--- config.mk ---
export PLATFORM = sky130hd
export DESIGN_NAME = lop_enc
export DESIGN_NICKNAME = d
export VERILOG_FILES = /design/src/rtl/lop_pkg.sv /design/src/rtl/lop_onehot.sv /design/src/rtl/lop_tree.sv /design/src/rtl/lop_scan.sv /design/src/rtl/lop_enc.sv
export SDC_FILE = /design/constraint.sdc
export NUM_CORES = 1
export LEC_CHECK = 0
export ABC_AREA = 1
export CAP_MARGIN = 10
export CORE_AREA = 2 2 39 41
export DETAILED_ROUTE_END_ITERATION = 6
export DIE_AREA = 0 0 41 43
export PLACE_DENSITY = 0.55
export SLEW_MARGIN = 25
export SYNTH_ARGS = -nofsm -noshare
export SYNTH_HDL_FRONTEND = slang
export SYNTH_SLANG_ARGS = --single-unit
--- constraint.sdc ---
create_clock -name vclk -period 1.3
set_input_delay 0.26 -clock vclk [all_inputs]
set_output_delay 0.26 -clock vclk [all_outputs]
set_load 0.05 [all_outputs]
--- src/rtl/lop_pkg.sv ---
package lop_pkg;

  // Implementation style selectors
  localparam int LOP_ONEHOT    = 0;
  localparam int LOP_TREE      = 1;
  localparam int LOP_SCAN_DOWN = 2;
  localparam int LOP_SCAN_UP   = 3;

  // Bits needed to hold the codes 0..width
  function automatic int code_width(input int width);
    return (width < 1) ? 1 : $clog2(width + 1);
  endfunction

  // One-based code of a bit index
  function automatic int slot_code(input int idx);
    return idx + 1;
  endfunction

  // Leaves of the priority tree, padded up to a power of two
  function automatic int tree_leaves(input int width);
    return 1 << $clog2((width < 1) ? 1 : width);
  endfunction

endpackage

--- src/rtl/lop_onehot.sv ---
module lop_onehot #(
  parameter int WIDTH  = 16,
  parameter int CODE_W = lop_pkg::code_width(WIDTH)
) (
  input  logic [WIDTH-1:0]  vec_i,
  output logic [CODE_W-1:0] code_o
);
  // Assumes at most one bit is set: codes of all set bits are merged by OR
  always_comb begin
    code_o = '0;
    for (int i = 0; i < WIDTH; i++) begin
      if (vec_i[i]) code_o = code_o | CODE_W'(lop_pkg::slot_code(i));
    end
  end
endmodule

--- src/rtl/lop_tree.sv ---
module lop_tree #(
  parameter int WIDTH  = 16,
  parameter int CODE_W = lop_pkg::code_width(WIDTH)
) (
  input  logic [WIDTH-1:0]  vec_i,
  output logic [CODE_W-1:0] code_o
);
  localparam int LEAVES = lop_pkg::tree_leaves(WIDTH);
  localparam int NODES  = 2 * LEAVES - 1;

  // Heap layout: node k has children 2k+1 (lower bits) and 2k+2 (higher bits)
  logic [CODE_W-1:0] node [NODES];

  for (genvar i = 0; i < LEAVES; i++) begin : g_leaf
    if (i < WIDTH) begin : g_real
      assign node[LEAVES-1+i] = vec_i[i] ? CODE_W'(lop_pkg::slot_code(i)) : '0;
    end else begin : g_pad
      assign node[LEAVES-1+i] = '0;
    end
  end

  for (genvar k = 0; k < LEAVES - 1; k++) begin : g_node
    assign node[k] = (node[2*k+2] != '0) ? node[2*k+2] : node[2*k+1];
  end

  assign code_o = node[0];
endmodule

--- src/rtl/lop_scan.sv ---
module lop_scan #(
  parameter int WIDTH   = 16,
  parameter bit UPWARD  = 1'b0,
  parameter int CODE_W  = lop_pkg::code_width(WIDTH)
) (
  input  logic [WIDTH-1:0]  vec_i,
  output logic [CODE_W-1:0] code_o
);
  if (UPWARD) begin : g_up
    // Last match wins: every set bit overwrites, no early exit
    always_comb begin
      code_o = '0;
      for (int i = 0; i < WIDTH; i++) begin
        if (vec_i[i]) code_o = CODE_W'(lop_pkg::slot_code(i));
      end
    end
  end else begin : g_down
    // First match from the top wins; a flag blocks later hits
    logic hit;
    always_comb begin
      code_o = '0;
      hit    = 1'b0;
      for (int i = WIDTH - 1; i >= 0; i--) begin
        if (!hit && vec_i[i]) begin
          code_o = CODE_W'(lop_pkg::slot_code(i));
          hit    = 1'b1;
        end
      end
    end
  end
endmodule

--- src/rtl/lop_enc.sv ---
module lop_enc #(
  parameter int WIDTH  = 16,
  parameter int STYLE  = lop_pkg::LOP_TREE,
  localparam int CODE_W = lop_pkg::code_width(WIDTH)
) (
  input  logic [WIDTH-1:0]  vec_i,
  output logic [CODE_W-1:0] pos_o
);
  // Named internal events for the checker
  logic              none_set;
  logic [CODE_W-1:0] sel_code;

  assign none_set = (vec_i == '0);

  case (STYLE)
    lop_pkg::LOP_ONEHOT: begin : g_onehot
      lop_onehot #(.WIDTH(WIDTH), .CODE_W(CODE_W)) u_var (
        .vec_i(vec_i), .code_o(sel_code));
    end
    lop_pkg::LOP_SCAN_DOWN: begin : g_down
      lop_scan #(.WIDTH(WIDTH), .UPWARD(1'b0), .CODE_W(CODE_W)) u_var (
        .vec_i(vec_i), .code_o(sel_code));
    end
    lop_pkg::LOP_SCAN_UP: begin : g_up
      lop_scan #(.WIDTH(WIDTH), .UPWARD(1'b1), .CODE_W(CODE_W)) u_var (
        .vec_i(vec_i), .code_o(sel_code));
    end
    default: begin : g_tree
      lop_tree #(.WIDTH(WIDTH), .CODE_W(CODE_W)) u_var (
        .vec_i(vec_i), .code_o(sel_code));
    end
  endcase

  assign pos_o = sel_code;
endmodule

# After elaboration in Yosys (flattened, before gate mapping)

Cells that the tools add are included.

Register bits after elaboration: 0
Bits in latches: 0
Memory bits (writable): 0
ROM bits: 0
Input bits: 16
Output and inout bits: 5
Logic and storage cells: 46
Memories: 0

$add $sub $neg: 0
Multiply operators: 0
Divide/modulo/power cells: 0
Order comparisons: 0
Equal/unequal tests: 0
Shifts and indexed selects: 0
Muxes and demuxes: 31
Bitwise logic cells: 0
Reductions and logical operators: 15

Operators by type and width:

| operator           | number |
|---|---|
| 5-bit 2-to-1 mux   | 16 |
| 5-bit nonzero test | 15 |
| 4-bit 2-to-1 mux   | 8 |
| 3-bit 2-to-1 mux   | 4 |
| 2-bit 2-to-1 mux   | 2 |
| 1-bit 2-to-1 mux   | 1 |

# Longest topological paths before layout

Gate-level depths: netlist (run 1).

Word-level depth: 9
Mapped depth: 7
Mapped depth without buffers: 7

# Least setup slack after synthesis (run 1)

OpenSTA, ideal clock, no wires.

Path type: input port to output port
Start point: input vec_i[7]
End point: output pos_o[3]
Data arrival time: 1.401 ns
Data required time: 1.040 ns
Slack: -0.361 ns
Stages: 2
Buffers on the path: 0
Path through: inv_1 > o21ai_0

Word-level cells in the longest chain between the ends: 8

RTL lines:

| element                           | RTL line       | RTL |
|---|---|---|
| from (decl)                       | lop_enc.sv:6   | `input logic [WIDTH-1:0] vec_i,` |
| 4-bit 2-to-1 mux (*)              | lop_tree.sv:16 | `assign node[LEAVES-1+i] = vec_i[i] ? CODE_W'(lop_pkg::slot_code(i)) : '0;` |
| 5-bit nonzero test                | lop_tree.sv:23 | `assign node[k] = (node[2*k+2] != '0) ? node[2*k+2] : node[2*k+1];` |
| 5-bit 2-to-1 mux (*)              | lop_tree.sv:23 |  |
| 5-bit nonzero test                | lop_tree.sv:23 |  |
| 5-bit 2-to-1 mux (*)              | lop_tree.sv:23 |  |
| 5-bit nonzero test                | lop_tree.sv:23 |  |
| 5-bit 2-to-1 mux (*) (2 in a row) | lop_tree.sv:23 |  |
| to (decl)                         | lop_enc.sv:7   | `output logic [CODE_W-1:0] pos_o` |

Every way passes the cells marked *; elsewhere a longest branch is shown, timed or not.

# Final worst setup path (run 1)

Start point: input vec_i[15]
End point: output pos_o[1]

Word-level cells in the longest chain between the ends: 9

RTL lines:

| element              | RTL line |
|---|---|
| 5-bit 2-to-1 mux (*) | lop_tree.sv:16 |
| 5-bit nonzero test   | lop_tree.sv:23 |
| 5-bit 2-to-1 mux (*) | lop_tree.sv:23 |
| 5-bit nonzero test   | lop_tree.sv:23 |
| 5-bit 2-to-1 mux (*) | lop_tree.sv:23 |
| 5-bit nonzero test   | lop_tree.sv:23 |
| 5-bit 2-to-1 mux (*) | lop_tree.sv:23 |
| 5-bit nonzero test   | lop_tree.sv:23 |
| 5-bit 2-to-1 mux (*) | lop_tree.sv:23 |

Marked as above.

==> parameters.txt, run 1 <==
Parameter                              Value

Run status
  Result of the run    complete, but fails checks
  Violated checks    setup timing

Timing
  Minimum setup slack in the final design    -0.0106 ns
  Final critical delay including setup and external delays    1.31 ns
  Max transition margin    88.4%
  Number of pins exceeding their max-slew limit in the final report    0
  Final hold violation count    0
  Highest clock rate    0.763 GHz
  Final critical-path share of the clock period    101%
  Setup TNS    -0.0266 ns
  Final worst hold slack    0.897 ns
  Slew of the pin with the lowest slew margin    0.172 ns
  Final setup viols    3
  Unrepaired setup endpoints after global routing    true

Synth
  Yosys warning count    0
  Sequential fraction of the synthesis area    0%
  Most common cell in the netlist    nand2_1
  Top post-synthesis cells by count    nand2_1 (17), inv_1 (12), nor2_1 (9), o21ai_0 (7), a21oi_1 (5)
  Synthesized area    240 µm²
  Mapped Nets    72
  Cell accounting for the most synthesized area    nand2_1
  Per-instance average area after synthesis    4.29 µm²
  Top area cells in the synthesized netlist    nand2_1 (27%), inv_1 (19%), o21ai_0 (15%)
  Distinct cell type count after synthesis    10
  Area share of the largest cell type after synthesis    26.6%
  Count of mapped cells out of synthesis    56

Final layout
  Area occupied by registers    0 µm²
  Diode insertion count for antenna repair    0
  Fin cells    96
  Post-layout nets    98
  Post-route cell area    592 µm²
  Share of cells above drive strength 1    46.3%
  Area taken by multi-input logic gates    243 µm²
  Sequential cell count    0
  Finished Core Util    42.8%
  Fill cell instance count of the final layout    153
  P&R area growth vs syn    146%
  Clock buffers    0

Routing
  Average wire per standard cell    8.63 µm
  Drt initial violations    0
  Antenna viol nets, final    0
  Final routed wirelength across all metal layers    828 µm
  Number of vias per cell    4.30
  Detailed-router iteration count before antenna repair    1
  Residual DRC    0
  Via count    413

Placement
  Buffers added on ports    21
  GPL Wtd Cong    0.688
  Sum of net half-perimeters after detailed placement    688 µm
  Pre-CTS setup slack    -0.471 ns
  Placement-stage cell area    547 µm²
  Number of cells in the design after placement    96

GRT
  Largest net degree at the start of global routing    7
  Via count of the first global-routing pass    418
  Aggregate global routing overflow    0
  Global router's overall resource usage    11.2%
  First-pass GRT wire length    1.48 mm
  Initial antenna violation count    0

Floorplanning
  Die height    43 µm
  Placeable Area    1380 µm²
  Die outline area    1760 µm²
  Row count    14
  Total I/O pin count    21
  Starting density of the core    17.4%
  Die X    41 µm

Worst setup path
  Cell family with the largest share of critical-path delay    simple AND/OR/NAND/NOR gates
  Required arrival time at the worst endpoint    1.04 ns
  Cell at the slowest stage of the critical path    nor3_4
  Category of the critical setup timing path    input port to output pin
  Maximum fanout along the worst path    6
  Worst path arrival time    1.05 ns
  Critical path capture point type    output pin
  Startpoint class of the critical path    input port
  Delay contributed by the slowest stage of the critical path    0.21 ns
  Crit path buf inv count    3
  Cell chain of the critical path    buf_8 -> inv_8 -> nand2_4 -> nand3_4 -> nor3_4 -> nand2_1 -> nand2_2 -> buf_12

Power and ir drop
  Static Leak    0.316 nW
  Power Dens Cells    380 nW/µm²
  Sum of internal, switching and leakage power    0.225 mW
  Peak VDD IR    0.141 mV

Run
  Max cap viols    0

CTS
  Setup Buffers After CTS    0

Hold path
  Worst Hold Class    input port to output pin
## report_power, final
| group | internal (mW) | leakage [nW] | total, mW | switching [mW] |
|---|---|---|---|---|
| Sequential | 0 | 0 | 0 | 0 |
| Combinational | 0.110 | 0.316 | 0.225 | 0.115 |
| Clock | 0 | 0 | 0 | 0 |
| Total | 0.110 | 0.316 | 0.225 | 0.115 |
## worst paths after layout
path | start | to | slack, ns | depth (start not counted)
setup / recovery | vec_i[15] | pos_o[1] | -0.01 | 8
hold / removal | vec_i[15] | pos_o[4] | 0.90 | 3
## routing by layer
metal	vias up	part of all wire (%)	track usage, %
met4	0	0	0
li1	219	-	-
met1	180	37	12.4
met2	14	56	21.9
met3	0	7.6	1.57
met5	-	0	0
## logic make-up after synthesis
group	after synthesis	share of synthesized area [%]
compound gates	12	25.0
buf+inv	14	21.9
simple gates	30	53.1
## what timing repair did
item                                    CTS  global route
endpoints found under the setup margin    5             4
resized for setup                        77             9
pin swaps                                18             8
hold buffers                              0             0
## placed cells by master (no fill, tap or decap), types with 3 or more instances in the layout
master,count
buf_6,5
nor2_1,7
nand2_1,10
a21oi_1,5
nand2_2,4
buf_2,4
buf_12,5
inv_1,10
nand2_4,3
buf_4,5
o21ai_0,4
## final cells by class
cell class | instances | share of cell area (%)
inverter | 13 | 9.51
multi-input combinational | 42 | 41.0
tap | 16 | 3.38
timing repair buffer | 25 | 46.1
Note: power is estimated with default switching activity, not from simulation.
==> run 2: changes to the inputs <==
--- a/config.mk
+++ b/config.mk
@@ -10,7 +10,7 @@
 export CORE_AREA = 2 2 39 41
 export DETAILED_ROUTE_END_ITERATION = 6
 export DIE_AREA = 0 0 41 43
-export PLACE_DENSITY = 0.55
+export PLACE_DENSITY_LB_ADDON = 0.12
 export SLEW_MARGIN = 25
 export SYNTH_ARGS = -nofsm -noshare
 export SYNTH_HDL_FRONTEND = slang
==> run 2 against run 1 <==
- the flow now finishes without violations
- largest cell class unchanged
- via count is 0.97% higher
- final cell count is 3.1% higher
- count of clock-buffer cells in the layout stayed put
- combinational power rose by 4%
- total power is 4.3% higher
- maximum frequency is 0.82% higher
- non-clock buffer count rose by 3
- highest routed layer unchanged
- critical path depth rose by 1
==> parameters.txt, run 2 (synthesis results as in run 1) <==
Parameter                              Value

Power and ir drop
  Sum of internal, switching and leakage power    0.235 mW (+4.3%)
  Static Leak    0.329 nW (+4.2%)
  Power Dens Cells    376 nW/µm² (-1.1%)
  Peak VDD IR    0.160 mV (+14%)

Final layout
  Share of cells above drive strength 1    50.6% (+4.4 points)
  Fin cells    99 (+3.1%)
  P&R area growth vs syn    160%
  Clock buffers    0 (unchanged)
  Sequential cell count    0 (unchanged)
  Post-route cell area    624 µm² (+5.5%)
  Finished Core Util    45.1% (+2.4 points)
  Most frequent cells in the layout    nand2_1 (10), inv_1 (9), buf_4 (7)
  Area occupied by registers    0 µm² (unchanged)
  Most common cell after layout, fill and taps aside    nand2_1
  Area taken by multi-input logic gates    255 µm² (+5.2%)
  Fill cell instance count of the final layout    167 (+9.2%)
  Post-layout nets    101 (+3.1%)
  Diode insertion count for antenna repair    0 (unchanged)

Timing
  Highest clock rate    0.769 GHz (+0.82%)
  Unrepaired setup endpoints after global routing    true
  Slew of the pin with the lowest slew margin    0.179 ns (+0.00707 ns)
  Final setup viols    0 (-3)
  Final critical-path share of the clock period    100% (-0.82 points)
  Final critical delay including setup and external delays    1.30 ns (-0.0107 ns)
  Number of pins exceeding their max-slew limit in the final report    0 (unchanged)
  Final hold violation count    0 (unchanged)
  Minimum setup slack in the final design    0.0000994 ns (+0.0107 ns)
  Max transition margin    88.1% (-0.35 points)

Hold path
  Hold path cells    3 (unchanged)
  Worst Hold Class    input port to output pin
  Source of the worst hold timing path    vec_i[15]
  Hold Path End    pos_o[4]

Floorplanning
  Starting density of the core    17.4% (unchanged)
  Placeable Area    1380 µm² (unchanged)
  Row count    14 (unchanged)
  Die height    43 µm (unchanged)
  Total I/O pin count    21 (unchanged)
  Die X    41 µm (unchanged)
  Die outline area    1760 µm² (unchanged)

Placement
  Number of cells in the design after placement    98 (+2.1%)
  Sum of net half-perimeters after detailed placement    627 µm (-8.8%)
  Placement-stage cell area    562 µm² (+2.7%)
  Buffers added on ports    21 (unchanged)
  Pre-CTS setup slack    -0.460 ns (+0.0114 ns)
  GPL Wtd Cong    0.728 (+5.9%)

Worst setup path
  Worst path arrival time    1.04 ns (about the same)
  Delay contributed by the slowest stage of the critical path    0.19 ns (-0.02 ns)
  Required arrival time at the worst endpoint    1.04 ns (about the same)
  Startpoint class of the critical path    input port
  Cell chain of the critical path    clkdlybuf4s15_2 -> inv_2 -> nand2_1 -> nor2_1 -> nand3_1 -> nand2_1 -> nand2_1 -> nand2_2 -> buf_12
  Maximum fanout along the worst path    2 (-4)
  Critical path capture point type    output pin
  Cell repeated most along the worst path    nand2_1
  Cell at the slowest stage of the critical path    clkdlybuf4s15_2
  Category of the critical setup timing path    input port to output pin

GRT
  Global router's overall resource usage    10.4% (-0.80 points)
  First-pass GRT wire length    1.38 mm (-6.5%)
  Initial antenna violation count    0 (unchanged)
  Aggregate global routing overflow    0 (unchanged)
  Largest net degree at the start of global routing    7 (unchanged)
  Via count of the first global-routing pass    373 (-11%)

Routing
  Drt initial violations    1 (+1)
  Average wire per standard cell    7.83 µm (-9.2%)
  Residual DRC    0 (unchanged)
  Detailed-router iteration count before antenna repair    3 (+2)
  Antenna viol nets, final    0 (unchanged)
  Number of vias per cell    4.21 (-2.1%)
  Via count    417 (+0.97%)
  Final routed wirelength across all metal layers    775 µm (-6.4%)

Run status
  Result of the run    completed

Run
  Max cap viols    0 (unchanged)
==> run 2: changes by cell type in the layout (fill, tap and decap cells not counted), sizes merged <==
| cell | previous run | this run |
|---|---|---|
| clkbuf | 1 | 0 |
| buf | 20 | 23 |
| clkdlybuf4s15 | 2 | 3 |
==> run 2: worst max-delay path: cells and delay by family <==
family	cells	cell delay, ns
buffers and inverters	3	0.37
and+or+nand+nor	6	0.40
==> run 2: per-stage QoR <==
stage               setup TNS [ns]  hold slack [ns]
floorplan                        0            0.789
CTS                        -0.0723            0.902
global placement             -1.71             1.27
finish                           0            0.873
detailed placement           -1.71             1.27
global route                -0.218            0.885
==> run 2: routing by layer <==
layer | wire (µm) | GRT usage, % | up-vias
li1 | - | - | 226
met1 | 302 | 13.7 | 180
met2 | 427 | 19.1 | 11
met3 | 45 | 0 | 0
met4 | 0 | 0 | 0
met5 | 0 | 0 | -
==> run 2: what timing repair did <==
item                       4_1_cts  5_1_grt
setup endpoints to repair        5        3
pin swaps                       18       10
cloned                           0        0
resized for setup               83        7
hold buffers                     0        0
buffers inserted                 1        0
==> run 2: report_power, final <==
group / internal (mW) / switching [mW]
Clock: 0 / 0
Sequential: 0 / 0
Combinational: 0.116 / 0.118
Total: 0.116 / 0.118
==> run 2: worst max-delay path by stage <==
stage                           to       from  cells after the start  slack, ns
after floorplan           pos_o[3]   vec_i[7]                      2       0.02
after global placement    pos_o[0]  vec_i[15]                      8      -0.46
after detailed placement  pos_o[0]  vec_i[15]                      8      -0.46
after CTS                 pos_o[1]  vec_i[15]                      8      -0.03
after global routing      pos_o[0]   vec_i[8]                      7      -0.08
final                     pos_o[0]   vec_i[7]                      9     0.0001
==> run 2: final cells by class <==
type / count / share of cell area, %
inverter: 13 / 9.02
timing repair buffer: 28 / 46.9
multi-input combinational: 42 / 40.9
tap: 16 / 3.21
==> run 3: changes to the inputs <==
--- a/config.mk
+++ b/config.mk
@@ -7,9 +7,9 @@
 export LEC_CHECK = 0
 export ABC_AREA = 1
 export CAP_MARGIN = 10
-export CORE_AREA = 2 2 39 41
+export CORE_AREA = 8 8 45 47
 export DETAILED_ROUTE_END_ITERATION = 6
-export DIE_AREA = 0 0 41 43
+export DIE_AREA = 0 0 53 55
 export PLACE_DENSITY_LB_ADDON = 0.12
 export SLEW_MARGIN = 25
 export SYNTH_ARGS = -nofsm -noshare
==> run 3 against run 2 <==
- sequential share of layout area did not move
- utilization fell by 2.1 points
- critical path depth fell by 3
- first-iteration DRC count rose by 100%
- non-clock buffer count fell by 1
- via count rose by 1.7%
- worst hold slack improved by 0.034 ns
- setup slack improved by 0.0087 ns
- flip-flop and latch count did not move
- final area fell by 4.6%
- final cell count fell by 1.0%
- largest power group unchanged
- highest routed layer unchanged
==> parameters.txt, run 3 (synthesis results as in run 1) <==
Parameter                              Value

Worst setup path
  Cell at the slowest stage of the critical path    nor3_4
  Maximum fanout along the worst path    4 (+2)
  Required arrival time at the worst endpoint    1.04 ns (about the same)
  Delay contributed by the slowest stage of the critical path    0.20 ns (about the same)
  Cell family with the largest share of critical-path delay    buffers and inverters
  Crit path buf inv count    3 (unchanged)
  Worst path arrival time    1.03 ns (about the same)
  Startpoint class of the critical path    input port
  Critical path capture point type    output pin
  Cell chain of the critical path    buf_6 -> buf_4 -> nor3_4 -> nand2_1 -> nand2_2 -> buf_12
  Category of the critical setup timing path    input port to output pin

Final layout
  Fill cell instance count of the final layout    160 (-4.2%)
  Area taken by multi-input logic gates    258 µm² (+0.98%)
  Post-layout nets    100 (-0.99%)
  Finished Core Util    43.0% (-2.1 points)
  Clock buffers    0 (unchanged)
  Sequential cell count    0 (unchanged)
  Most frequent cells in the layout    inv_1 (10), nand2_1 (10), buf_2 (7)
  P&R area growth vs syn    148%
  Diode insertion count for antenna repair    0 (unchanged)
  Area occupied by registers    0 µm² (unchanged)
  Share of cells above drive strength 1    52.4% (+1.8 points)

Timing
  Final critical delay including setup and external delays    1.29 ns (-0.00867 ns)
  Unrepaired setup endpoints after global routing    true
  Max transition margin    86.4% (-1.7 points)
  Slew of the pin with the lowest slew margin    0.202 ns (+0.0235 ns)
  Number of pins exceeding their max-slew limit in the final report    0 (unchanged)
  Highest clock rate    0.774 GHz (+0.67%)
  Minimum setup slack in the final design    0.00877 ns (+0.00867 ns)
  Final setup viols    0 (unchanged)
  Setup TNS    0 ns (unchanged)
  Final critical-path share of the clock period    99.3% (-0.67 points)
  Final hold violation count    0 (unchanged)

Floorplanning
  Placeable Area    1380 µm² (unchanged)
  Row count    14 (unchanged)
  Die outline area    2920 µm² (+65%)
  Die height    55 µm (+28%)
  Starting density of the core    17.4% (unchanged)
  Total I/O pin count    21 (unchanged)
  Die X    53 µm (+29%)

Routing
  Residual DRC    0 (unchanged)
  Average wire per standard cell    9.95 µm (+27%)
  Number of vias per cell    4.33 (+2.7%)
  Via count    424 (+1.7%)
  Final routed wirelength across all metal layers    975 µm (+26%)
  Antenna viol nets, final    0 (unchanged)
  Drt initial violations    2 (+1)
  Detailed-router iteration count before antenna repair    2 (-1)

GRT
  Global router's overall resource usage    7.20% (-3.2 points)
  First-pass GRT wire length    1.73 mm (+25%)
  Via count of the first global-routing pass    440 (+18%)
  Initial antenna violation count    0 (unchanged)
  Largest net degree at the start of global routing    7 (unchanged)
  Aggregate global routing overflow    0 (unchanged)

CTS
  Setup Buffers After CTS    0 (-1)
  Count of hold-fix buffers inserted at cts    0 (unchanged)

Hold path
  Worst Hold Class    input port to output pin

Placement
  Sum of net half-perimeters after detailed placement    765 µm (+22%)
  Buffers added on ports    21 (unchanged)
  GPL Wtd Cong    0.738 (+1.3%)
  Pre-CTS setup slack    -0.454 ns (+0.00572 ns)

Run
  Max cap viols    0 (unchanged)

Power and ir drop
  Power Dens Cells    385 nW/µm² (+2.5%)
  Peak VDD IR    0.122 mV (-24%)
  Static Leak    0.318 nW (-3.5%)

Run status
  Result of the run    completed
==> run 3: changes by cell type in the layout (fill, tap and decap cells not counted), sizes merged <==
cell	before	now
clkdlybuf4s15	3	0
clkbuf	0	2
==> run 3: cell type report <==
type | count | area share, %
repair buffers | 27 | 44.3
multi-input cells | 42 | 43.3
inverters | 13 | 9.03
well taps | 16 | 3.36
==> run 3: metal layers <==
| metal | wire length [µm] | GRT usage, % | share of wire, % | vias up |
|---|---|---|---|---|
| met5 | 0 | 0 | 0 | - |
| met1 | 355 | 7.55 | 36 | 191 |
| li1 | - | - | - | 223 |
| met2 | 557 | 14.3 | 57 | 10 |
| met4 | 0 | 0.862 | 0 | 0 |
| met3 | 62 | 1.87 | 6.4 | 0 |
==> run 3: what timing repair did <==
action,CTS,global route
gates resized for setup,77,12
pin swaps,19,9
endpoints found under the setup margin,5,4
==> run 3: final timing paths <==
path / slack (ns) / from / depth (start not counted) / endpoint
worst max-delay path: 0.009 / vec_i[15] / 6 / pos_o[0]
worst min-delay path: 0.91 / vec_i[15] / 3 / pos_o[4]
==> run 3: report_power, final <==
| part | switching (mW) | internal, mW |
|---|---|---|
| clock | 0 | 0 |
| combinational | 0.119 | 0.110 |
| sequential | 0 | 0 |
==> run 3: through the flow <==
stage / power, mW / instances / cell area (µm²) / hold WS [ns]
after floorplan: 0.0849 / 56 / 240 / 0.789
after global placement: 0.214 / 98 / 562 / 1.27
after detailed placement: 0.214 / 98 / 562 / 1.27
after CTS: 0.223 / 98 / 587 / 0.903
after global routing: 0.248 / 98 / 596 / 0.916
final: 0.229 / 98 / 596 / 0.907
